[src/rtl/i2c_oam_pkg.sv]
// Shared constants and types for the I2C own-address match unit.
// Assumes the 10-bit addressing format of the bus: a 5-bit header
// followed by the two top address bits in the first byte.
package i2c_oam_pkg;
    localparam int OWN_W   = 10;
    localparam int SHORT_W = 7;
    localparam int BYTE_W  = 8;
    localparam int HEAD_W  = 5;
    localparam int HI_W    = OWN_W - BYTE_W;
    localparam logic [HEAD_W-1:0] LONG_HEAD = 5'b11110;

    typedef struct packed {
        logic              ten_bit;
        logic              gc_en;
        logic [OWN_W-1:0]  own;
    } oam_cfg_t;

    typedef enum logic [2:0] {
        PH_IDLE,
        PH_HEAD,
        PH_TAIL,
        PH_HIT,
        PH_MISS
    } oam_phase_t;
endpackage

[src/rtl/oam_cfg_regs.sv]
// Configuration holding register for the match unit.
// Assumes writes are single-cycle strobes; a write lands only while the
// software-reset input is high, otherwise it is dropped.
module oam_cfg_regs
    import i2c_oam_pkg::*;
(
    input  logic     clk,
    input  logic     rst_n,
    input  logic     soft_rst,
    input  logic     wr_en,
    input  oam_cfg_t wdata,
    output oam_cfg_t cfg
);
    // Capture configuration when unlocked by the software reset.
    always_ff @(posedge clk) begin
        if (!rst_n)
            cfg <= '0;
        else if (wr_en && soft_rst)
            cfg <= wdata;
    end

    // configuration never moves while the software reset is low.
    a_r6_cfg_locked: assert property (@(posedge clk) disable iff (!rst_n)
        !soft_rst |=> $stable(cfg));
endmodule

[src/rtl/oam_addr_compare.sv]
// Combinational comparison of one received byte against the own address.
// Produces independent hit terms; the sequencer decides which one counts
// based on mode and position in the address phase.
module oam_addr_compare
    import i2c_oam_pkg::*;
(
    input  logic [OWN_W-1:0]  own,
    input  logic [BYTE_W-1:0] byte_in,
    output logic              is_gc,
    output logic              short_hit,
    output logic              head_hit,
    output logic              tail_hit
);
    logic [SHORT_W-1:0] short_eq;

    // Per-bit equality of the 7-bit address field against byte bits 7..1.
    for (genvar i = 0; i < SHORT_W; i++) begin : g_short_eq
        assign short_eq[i] = byte_in[i+1] ~^ own[i];
    end

    // Decode the four hit terms from the byte.
    always_comb begin
        is_gc     = (byte_in == '0);
        short_hit = (&short_eq) && (|own[SHORT_W-1:0]);
        head_hit  = (byte_in[BYTE_W-1 -: HEAD_W] == LONG_HEAD) &&
                    (byte_in[HI_W:1] == own[OWN_W-1:BYTE_W]);
        tail_hit  = (byte_in == own[BYTE_W-1:0]);
    end
endmodule

[src/rtl/oam_bus_track.sv]
// Bus activity tracker: busy from START until STOP.
// Assumes START and STOP arrive as one-cycle pulses; START wins a tie.
module oam_bus_track (
    input  logic clk,
    input  logic rst_n,
    input  logic start,
    input  logic stop,
    output logic busy
);
    // Hold the busy state between bus conditions.
    always_ff @(posedge clk) begin
        if (!rst_n)
            busy <= 1'b0;
        else if (start)
            busy <= 1'b1;
        else if (stop)
            busy <= 1'b0;
    end

    // START marks the bus busy on the next cycle.
    a_r7_busy_on_start: assert property (@(posedge clk) disable iff (!rst_n)
        start |=> busy);
    // a lone STOP frees the bus on the next cycle.
    a_r7_idle_on_stop: assert property (@(posedge clk) disable iff (!rst_n)
        (stop && !start) |=> !busy);
endmodule

[src/rtl/oam_sequencer.sv]
// Address-phase sequencer: walks head/tail byte positions after START,
// issues the match strobe and keeps the sticky general-call flag.
// Assumes one byte per addr_valid pulse and that compare terms belong to
// the byte presented in the same cycle.
module oam_sequencer
    import i2c_oam_pkg::*;
(
    input  logic clk,
    input  logic rst_n,
    input  logic start,
    input  logic stop,
    input  logic byte_valid,
    input  logic rw_bit,
    input  logic ten_bit,
    input  logic gc_en,
    input  logic is_gc,
    input  logic short_hit,
    input  logic head_hit,
    input  logic tail_hit,
    output logic match,
    output logic match_rw,
    output logic gc_flag
);
    oam_phase_t phase;
    logic       rw_hold;

    // Advance the address phase and produce strobe, direction and flag.
    always_ff @(posedge clk) begin
        if (!rst_n) begin
            phase    <= PH_IDLE;
            match    <= 1'b0;
            match_rw <= 1'b0;
            rw_hold  <= 1'b0;
            gc_flag  <= 1'b0;
        end else begin
            match <= 1'b0;
            if (start) begin
                phase   <= PH_HEAD;
                gc_flag <= 1'b0;
            end else if (stop) begin
                phase <= PH_IDLE;
            end else if (byte_valid) begin
                case (phase)
                    PH_HEAD: begin
                        if (gc_en && is_gc) begin
                            match    <= 1'b1;
                            match_rw <= 1'b0;
                            gc_flag  <= 1'b1;
                            phase    <= PH_HIT;
                        end else if (!ten_bit && short_hit) begin
                            match    <= 1'b1;
                            match_rw <= rw_bit;
                            phase    <= PH_HIT;
                        end else if (ten_bit && head_hit) begin
                            rw_hold <= rw_bit;
                            phase   <= PH_TAIL;
                        end else begin
                            phase <= PH_MISS;
                        end
                    end
                    PH_TAIL: begin
                        if (tail_hit) begin
                            match    <= 1'b1;
                            match_rw <= rw_hold;
                            phase    <= PH_HIT;
                        end else begin
                            phase <= PH_MISS;
                        end
                    end
                    default: ;
                endcase
            end
        end
    end

    // START clears the general-call flag by the next cycle.
    a_r5_gc_clear: assert property (@(posedge clk) disable iff (!rst_n)
        start |=> !gc_flag);
    // without START the flag, once set, stays set.
    a_r5_gc_sticky: assert property (@(posedge clk) disable iff (!rst_n)
        (gc_flag && !start) |=> gc_flag);
    // the flag only rises when general call was enabled.
    a_r4_gc_gated: assert property (@(posedge clk) disable iff (!rst_n)
        $rose(gc_flag) |-> $past(gc_en));
    // the strobe lasts a single cycle.
    a_r8_single_strobe: assert property (@(posedge clk) disable iff (!rst_n)
        match |=> !match);
    // every strobe is caused by a byte in the previous cycle.
    a_r8_strobe_after_byte: assert property (@(posedge clk) disable iff (!rst_n)
        match |-> $past(byte_valid));
endmodule

[src/rtl/i2c_own_addr_match.sv]
// Top of the I2C own-address match unit. Joins the configuration register,
// byte comparator, address-phase sequencer and bus tracker.
// Assumes bus conditions and bytes are already decoded into pulses.
module i2c_own_addr_match
    import i2c_oam_pkg::*;
(
    input  logic              clk,
    input  logic              rst_n,
    input  logic              soft_rst,
    input  logic              cfg_wr,
    input  logic [OWN_W-1:0]  cfg_own_addr,
    input  logic              cfg_gc_en,
    input  logic              cfg_ten_bit,
    output logic [OWN_W-1:0]  rd_own_addr,
    output logic              rd_gc_en,
    output logic              rd_ten_bit,
    input  logic              bus_start,
    input  logic              bus_stop,
    input  logic              addr_valid,
    input  logic [BYTE_W-1:0] addr_byte,
    output logic              match,
    output logic              match_rw,
    output logic              gc_rcvd,
    output logic              bus_busy
);
    oam_cfg_t cfg_in;
    oam_cfg_t cfg;
    logic     is_gc;
    logic     short_hit;
    logic     head_hit;
    logic     tail_hit;

    // Pack write fields and unpack the stored configuration.
    always_comb begin
        cfg_in.ten_bit = cfg_ten_bit;
        cfg_in.gc_en   = cfg_gc_en;
        cfg_in.own     = cfg_own_addr;
        rd_own_addr    = cfg.own;
        rd_gc_en       = cfg.gc_en;
        rd_ten_bit     = cfg.ten_bit;
    end

    oam_cfg_regs u_cfg (
        .clk      (clk),
        .rst_n    (rst_n),
        .soft_rst (soft_rst),
        .wr_en    (cfg_wr),
        .wdata    (cfg_in),
        .cfg      (cfg)
    );

    oam_addr_compare u_cmp (
        .own       (cfg.own),
        .byte_in   (addr_byte),
        .is_gc     (is_gc),
        .short_hit (short_hit),
        .head_hit  (head_hit),
        .tail_hit  (tail_hit)
    );

    oam_sequencer u_seq (
        .clk        (clk),
        .rst_n      (rst_n),
        .start      (bus_start),
        .stop       (bus_stop),
        .byte_valid (addr_valid),
        .rw_bit     (addr_byte[0]),
        .ten_bit    (cfg.ten_bit),
        .gc_en      (cfg.gc_en),
        .is_gc      (is_gc),
        .short_hit  (short_hit),
        .head_hit   (head_hit),
        .tail_hit   (tail_hit),
        .match      (match),
        .match_rw   (match_rw),
        .gc_flag    (gc_rcvd)
    );

    oam_bus_track u_bus (
        .clk   (clk),
        .rst_n (rst_n),
        .start (bus_start),
        .stop  (bus_stop),
        .busy  (bus_busy)
    );
endmodule

[config.mk]
export PLATFORM = sky130hd
export DESIGN_NAME = i2c_own_addr_match
export DESIGN_NICKNAME = d
export VERILOG_FILES = /design/src/rtl/i2c_oam_pkg.sv /design/src/rtl/oam_cfg_regs.sv /design/src/rtl/oam_addr_compare.sv /design/src/rtl/oam_bus_track.sv /design/src/rtl/oam_sequencer.sv /design/src/rtl/i2c_own_addr_match.sv
export SDC_FILE = /design/constraint.sdc
export NUM_CORES = 1
export LEC_CHECK = 0
export BUFFER_PORTS_ARGS = -buffer_cell sky130_fd_sc_hd__buf_2
export CORE_MARGIN = 1
export CORE_UTILIZATION = 43
export DETAILED_ROUTE_END_ITERATION = 10
export PLACE_DENSITY = 0.74
export RECOVER_POWER = 50
export SETUP_SLACK_MARGIN = 0.5
export SYNTH_ARGS = -nofsm -noshare
export SYNTH_HDL_FRONTEND = slang
export SYNTH_SLANG_ARGS = --single-unit
export TNS_END_PERCENT = 100
[constraint.sdc]
create_clock -name clk -period 1.5 [get_ports clk]
set_clock_uncertainty 0.05 [all_clocks]
set_input_delay 0.075 -clock clk [delete_from_list [all_inputs] [get_ports clk]]
set_output_delay 0.075 -clock clk [all_outputs]
set_load 0.01 [all_outputs]
### Word level (Yosys, flattened, before mapping)

Cells that the tools add are included.

| storage, ports and cells | value |
|---|---|
| register bits | 20 |
| bits of input ports | 27 |
| output and inout bits | 16 |
| logic and storage cells | 70 |

| operators by class | value |
|---|---|
| eq/ne operators | 7 |
| muxes and demuxes | 18 |
| bitwise logic cells | 13 |
| reductions and logical operators | 22 |

Operator list:

| operator | number |
|---|---|
| $reduce_and 7->1 | 2 |
| $mux 3 | 4 |
| $mux 1 | 11 |
| $eq 8x8->1 | 1 |
| $logic_not 8->1 | 1 |
| $reduce_or 7->1 | 1 |
| $xnor 1x1->1 | 7 |
| $logic_and 1x1->1 | 6 |
| $not 1->1 | 6 |
| $pmux 3 s2 | 1 |
| $reduce_and 6->1 | 1 |
| $eq 5x5->1 const B | 1 |
| $pmux 1 s2 | 2 |
| $reduce_and 2->1 | 2 |
| $reduce_and 4->1 | 1 |
| $reduce_bool 2->1 | 2 |
| $reduce_bool 4->1 | 1 |
| $reduce_or 4->1 | 1 |
| $eq 3x1->1 const B | 1 |
| $eq 3x2->1 const B | 1 |
| $ne 3x1->1 const B | 1 |
| $reduce_bool 3->1 | 1 |
| $reduce_or 3->1 | 1 |
| $eq 2x2->1 | 1 |
| 3 further kinds | 3 |

### Logic depth before layout (Yosys ltp)

| depth | value |
|---|---|
| depth after elaboration | 10 |
| gate-level depth with buffers | 5 |
| depth with buffers taken out | 5 |

### By module

From an unflattened synthesis, not the netlist that was laid out.

| second synthesis, totals | value |
|---|---|
| cells, all modules | 130 |
| area total of the unflattened synthesis | 1191.1 um2 |

By module, submodules not included:

| module | times used | cells each | area each (um2) | seq. area each (um2) |
|---|---|---|---|---|
| oam_cfg_regs | 1 | 54 | 510.5 | 240.2 |
| oam_sequencer | 1 | 43 | 407.9 | 140.1 |
| oam_addr_compare | 1 | 30 | 231.5 | 0.0 |
| oam_bus_track | 1 | 3 | 41.3 | 20.0 |

### Worst setup path after synthesis

Ideal clock, no wire load.

| timing | value |
|---|---|
| kind | reg-to-reg |
| from | register u_cfg.cfg[1] (netlist name) |
| to | register u_seq.match_rw |
| library setup time | 0.072 ns |
| arrival time | 1.460 ns |
| required time | 1.378 ns |
| setup slack | -0.082 ns |
| cell stages (with the launch flop) | 6 |
| period minus slack after synthesis | 1.582 ns |
| cell sequence | dfxtp_1 xor2_1 nor4_1 nand3_2 a211oi_1 mux2i_1 |

| on the way | value |
|---|---|
| cells in the longest elaborated chain, start to end | 6 |
| elaborated cells on any way between the ends | 9 |

RTL lines:

| element | RTL line | source |
|---|---|---|
| $xnor 1x1->1 | oam_addr_compare.sv:18 | `assign short_eq[i] = byte_in[i+1] ~^ own[i];` |
| $reduce_and 7->1 | oam_addr_compare.sv:24 | `short_hit = (&short_eq) && (\|own[SHORT_W-1:0]);` |
| $logic_and 1x1->1 | oam_addr_compare.sv:24 |  |
| $logic_and 1x1->1 | oam_sequencer.sv:50 | `end else if (!ten_bit && short_hit) begin` |
| $ne 3x1->1 (no line) | - |  |
| $reduce_and 6->1 (no line) * | - |  |
| to (signal assigned) | oam_sequencer.sv:52 | `match_rw <= rw_bit;` |
| to (signal assigned) | oam_sequencer.sv:64 | `match_rw <= rw_hold;` |
| to (decl) | oam_sequencer.sv:21 | `output logic match_rw,` |

Every way passes the cells marked *; elsewhere a longest branch is shown, timed or not.
A chain may end at the register's enable or synchronous reset.

### Final worst setup path

| timing | value |
|---|---|
| from | register u_cfg.cfg[6] (netlist name) |
| to | register u_seq.phase[2] |

| on the way | value |
|---|---|
| cells in the longest elaborated chain, start to end | 7 |
| elaborated cells on any way between the ends | 10 |

RTL lines:

| element | RTL line | source |
|---|---|---|
| $xnor 1x1->1 | oam_addr_compare.sv:18 |  |
| $reduce_and 7->1 | oam_addr_compare.sv:24 |  |
| $logic_and 1x1->1 | oam_addr_compare.sv:24 |  |
| $logic_and 1x1->1 | oam_sequencer.sv:50 |  |
| $mux 3 | oam_sequencer.sv:50 |  |
| $mux 3 | oam_sequencer.sv:45 | `if (gc_en && is_gc) begin` |
| $pmux 3 s2 * | oam_sequencer.sv:43 | `case (phase)` |
| to (signal assigned) | oam_sequencer.sv:41 | `phase <= PH_IDLE;` |
| to (signal assigned) | oam_sequencer.sv:49 | `phase <= PH_HIT;` |
| to (signal assigned) | oam_sequencer.sv:53 | `phase <= PH_HIT;` |
| to (decl) | oam_sequencer.sv:24 | `oam_phase_t phase;` |

Marks and branches as above.

==> run metrics <==
status=finished, violations left; violated checks=setup timing; Max Fclk=just over 0.6 GHz; pin count of the biggest net entering global routing=23; Core Region=approximately 2500 um2; Antenna Violating Nets Remaining=0; share of cells above drive strength 1=between 40% and 50%; Yosys top cell by area=dfxtp_1; Final Max Slew Viols=0; Final Power=about 1100 uW; final hold slack=a little under 0.008 ns; Num CTS Buffers=3; die area=slightly below 3000 um2; peak supply drop=0.580 mV; syn avg cell area=8.55 um2; max_cap viols=0; clock transition at the registers of the reported paths=0.11 ns; Initial Util=a little under half; die width=53.8 um; first-pass GRT wire length=around 5.6 mm; RSZ-0062 raised after global routing=true; number of synthesis warnings=0; total placed cells including tap cells=212; Synth Net Count=about 160; Final Non-Filler Cells=234; Post-DP Area=1460 um2; Core Util, Final=74.1%; initial antenna violation count=0; row count=18; Gate Count Post-Synth=135; H-tree depth=1; clock sinks=20; Cell Area, Synth=~1200 um2; #FFs+latches synth=20; Routed WL=3.88 mm; CP max FO=4; vias in the first global route=between 1000 and 1500; Worst-Margin Slew=around 0.42 ns; CP Capture Type=register; endpoints failing setup=5; Static Leak=just over 0.0008 uW; Via density=about 5.5; DRT iter0 DRCs=53; final RePlAce weighted congestion=0.829; top-count cell post-synth=nand2_1; worst-skew pair later-pin latency=between 0.3 and 0.4 ns; Netlist cell types=34; Critical Path Source Type=register; GRT overflow=0; post-synthesis async set-or-reset flop share=0%; Tot GR Track Use=roughly 27%; drt drc=0; setup ws final=-0.119 ns; min-delay worst type=input port to register; post-route cell area=1850 um2; Power Density=~600 nW/um2; DRT Pass-1 Iters=4; fin crit period=1.62 ns; CP Class=register to register; Routed wire per std cell=between 15 and 20 um; via count=roughly 1300; Period Utilization, post-route=108%; Worst EP arrival=between 1.5 and 2 ns; Die H=between 50 and 60 um; Fin. Hold Viols=0; fin nets=233; HPWL after DPL=between 2 and 2.5 mm; Max clock buf depth=2; num ports=between 40 and 50; CP required=1.66 ns; Root Driver=clkbuf_4; Rel. slew slack=slightly above 70%; predominant post-synthesis flop cell=dfxtp_1; area delta synth->final=60.5%; Seq/Total Area, Yosys=a little over a third; CTS tree=built; top post-synthesis cells by area=dfxtp_1 35%, xor2_1 14%, nand2_1 10%; synth cell count leaders=31 x nand2_1, 20 x dfxtp_1, 18 x xor2_1; Filler cells=between 150 and 200; Port Buffers=42; Post-synth EDFFs=0; share of the synthesized area in the top cell type=34.7%; Ant. Diodes=0
routing by layer:
layer | routed length (um) | track usage [%] | vias up
met3 | 211 | 4.80 | 15
met1 | 1480 | 31.6 | 604
met2 | 2080 | 46.1 | 63
li1 | - | - | 608
met4 | 100 | 16.2 | 0
met5 | 0 | 0 | -
layout by cell type (no fill, tap or decap), types with 4 or more instances in the layout:
cell type      netlist  final
xor2_1              18     15
nor4_2               4      4
nand2_1             31     31
dlygate4sd3_1        0     14
dfxtp_1             20      8
a21boi_0            12     12
dfxtp_2              0      6
dfxtp_4              0      6
buf_6                0     17
buf_4                1      5
nor2_1               7      6
buf_2                0     34
final cells by class:
type                       instances  area, um2  area share [%]
tap                               30       37.5            2.03
sequential                        20        430            23.2
clock buffer                       3       22.5            1.22
inverter                           1       3.75           0.203
timing repair buffer              70        539            29.1
multi-input combinational        110        818            44.2
path summary, 6_finish.rpt:
kind | startpoint | endpoint | slack, ns | cells past startpoint
setup / recovery | u_cfg.cfg[6] | u_seq.phase[2] | -0.12 | 6
hold / removal | addr_valid | u_seq.match | 0.008 | 2
setup reg to reg | u_cfg.cfg[6] | u_seq.phase[2] | -0.12 | 6
hold reg to reg | u_seq.match_rw | u_seq.match_rw | 0.44 | 2
flip-flops by register name (all words and copies together) (netlist names):
| name | flops |
|---|---|
| u_bus.busy | 1 |
| u_cfg.cfg | 12 |
| u_seq.gc_flag | 1 |
| u_seq.match | 1 |
| u_seq.match_rw | 1 |
| u_seq.phase | 3 |
| u_seq.rw_hold | 1 |
what timing repair did:
| item | in CTS | in global routing |
|---|---|---|
| buffers inserted | 1 | 4 |
| setup endpoints to repair | 15 | 17 |
| resized for setup | 33 | 11 |
| hold buffers | 14 | 0 |
| endpoints found under the hold margin | 14 | 0 |
| pin swaps | 8 | 2 |
through the flow:
| step | setup TNS [ns] | worst slack (ns) |
|---|---|---|
| after global routing | -0.862 | -0.216 |
| after CTS | -0.0961 | -0.0487 |
| after floorplan | -0.00540 | -0.00540 |
| after detailed placement | -0.185 | -0.101 |
| final | -0.419 | -0.119 |
| after global placement | -0.100 | -0.0452 |
report_power, final:
group | internal (uW) | switching (uW) | total, uW
clock | 93.9 | 171 | 265
sequential | 547 | 27.1 | 574
combinational | 154 | 152 | 306
critical path, cell delays in order (launching register included):
cell and delay, ns:
dfxtp_4 0.39, xor2_1 0.18, nor4_2 0.29, nand3_2 0.17, buf_4 0.18, a211oi_2 0.19, nor3_1 0.07
cell families after synthesis:
logic type             Yosys count  share of synthesized area (%)
XOR/XNOR                        18                           13.7
AO/OA/AOI/OAI                   26                           17.6
flip-flops                      20                           34.7
AND/OR/NAND/NOR                 64                           30.4
multiplexers                     2                           1.74
buffers and inverters            5                           1.95
Note: power is estimated with default switching activity, not from simulation.
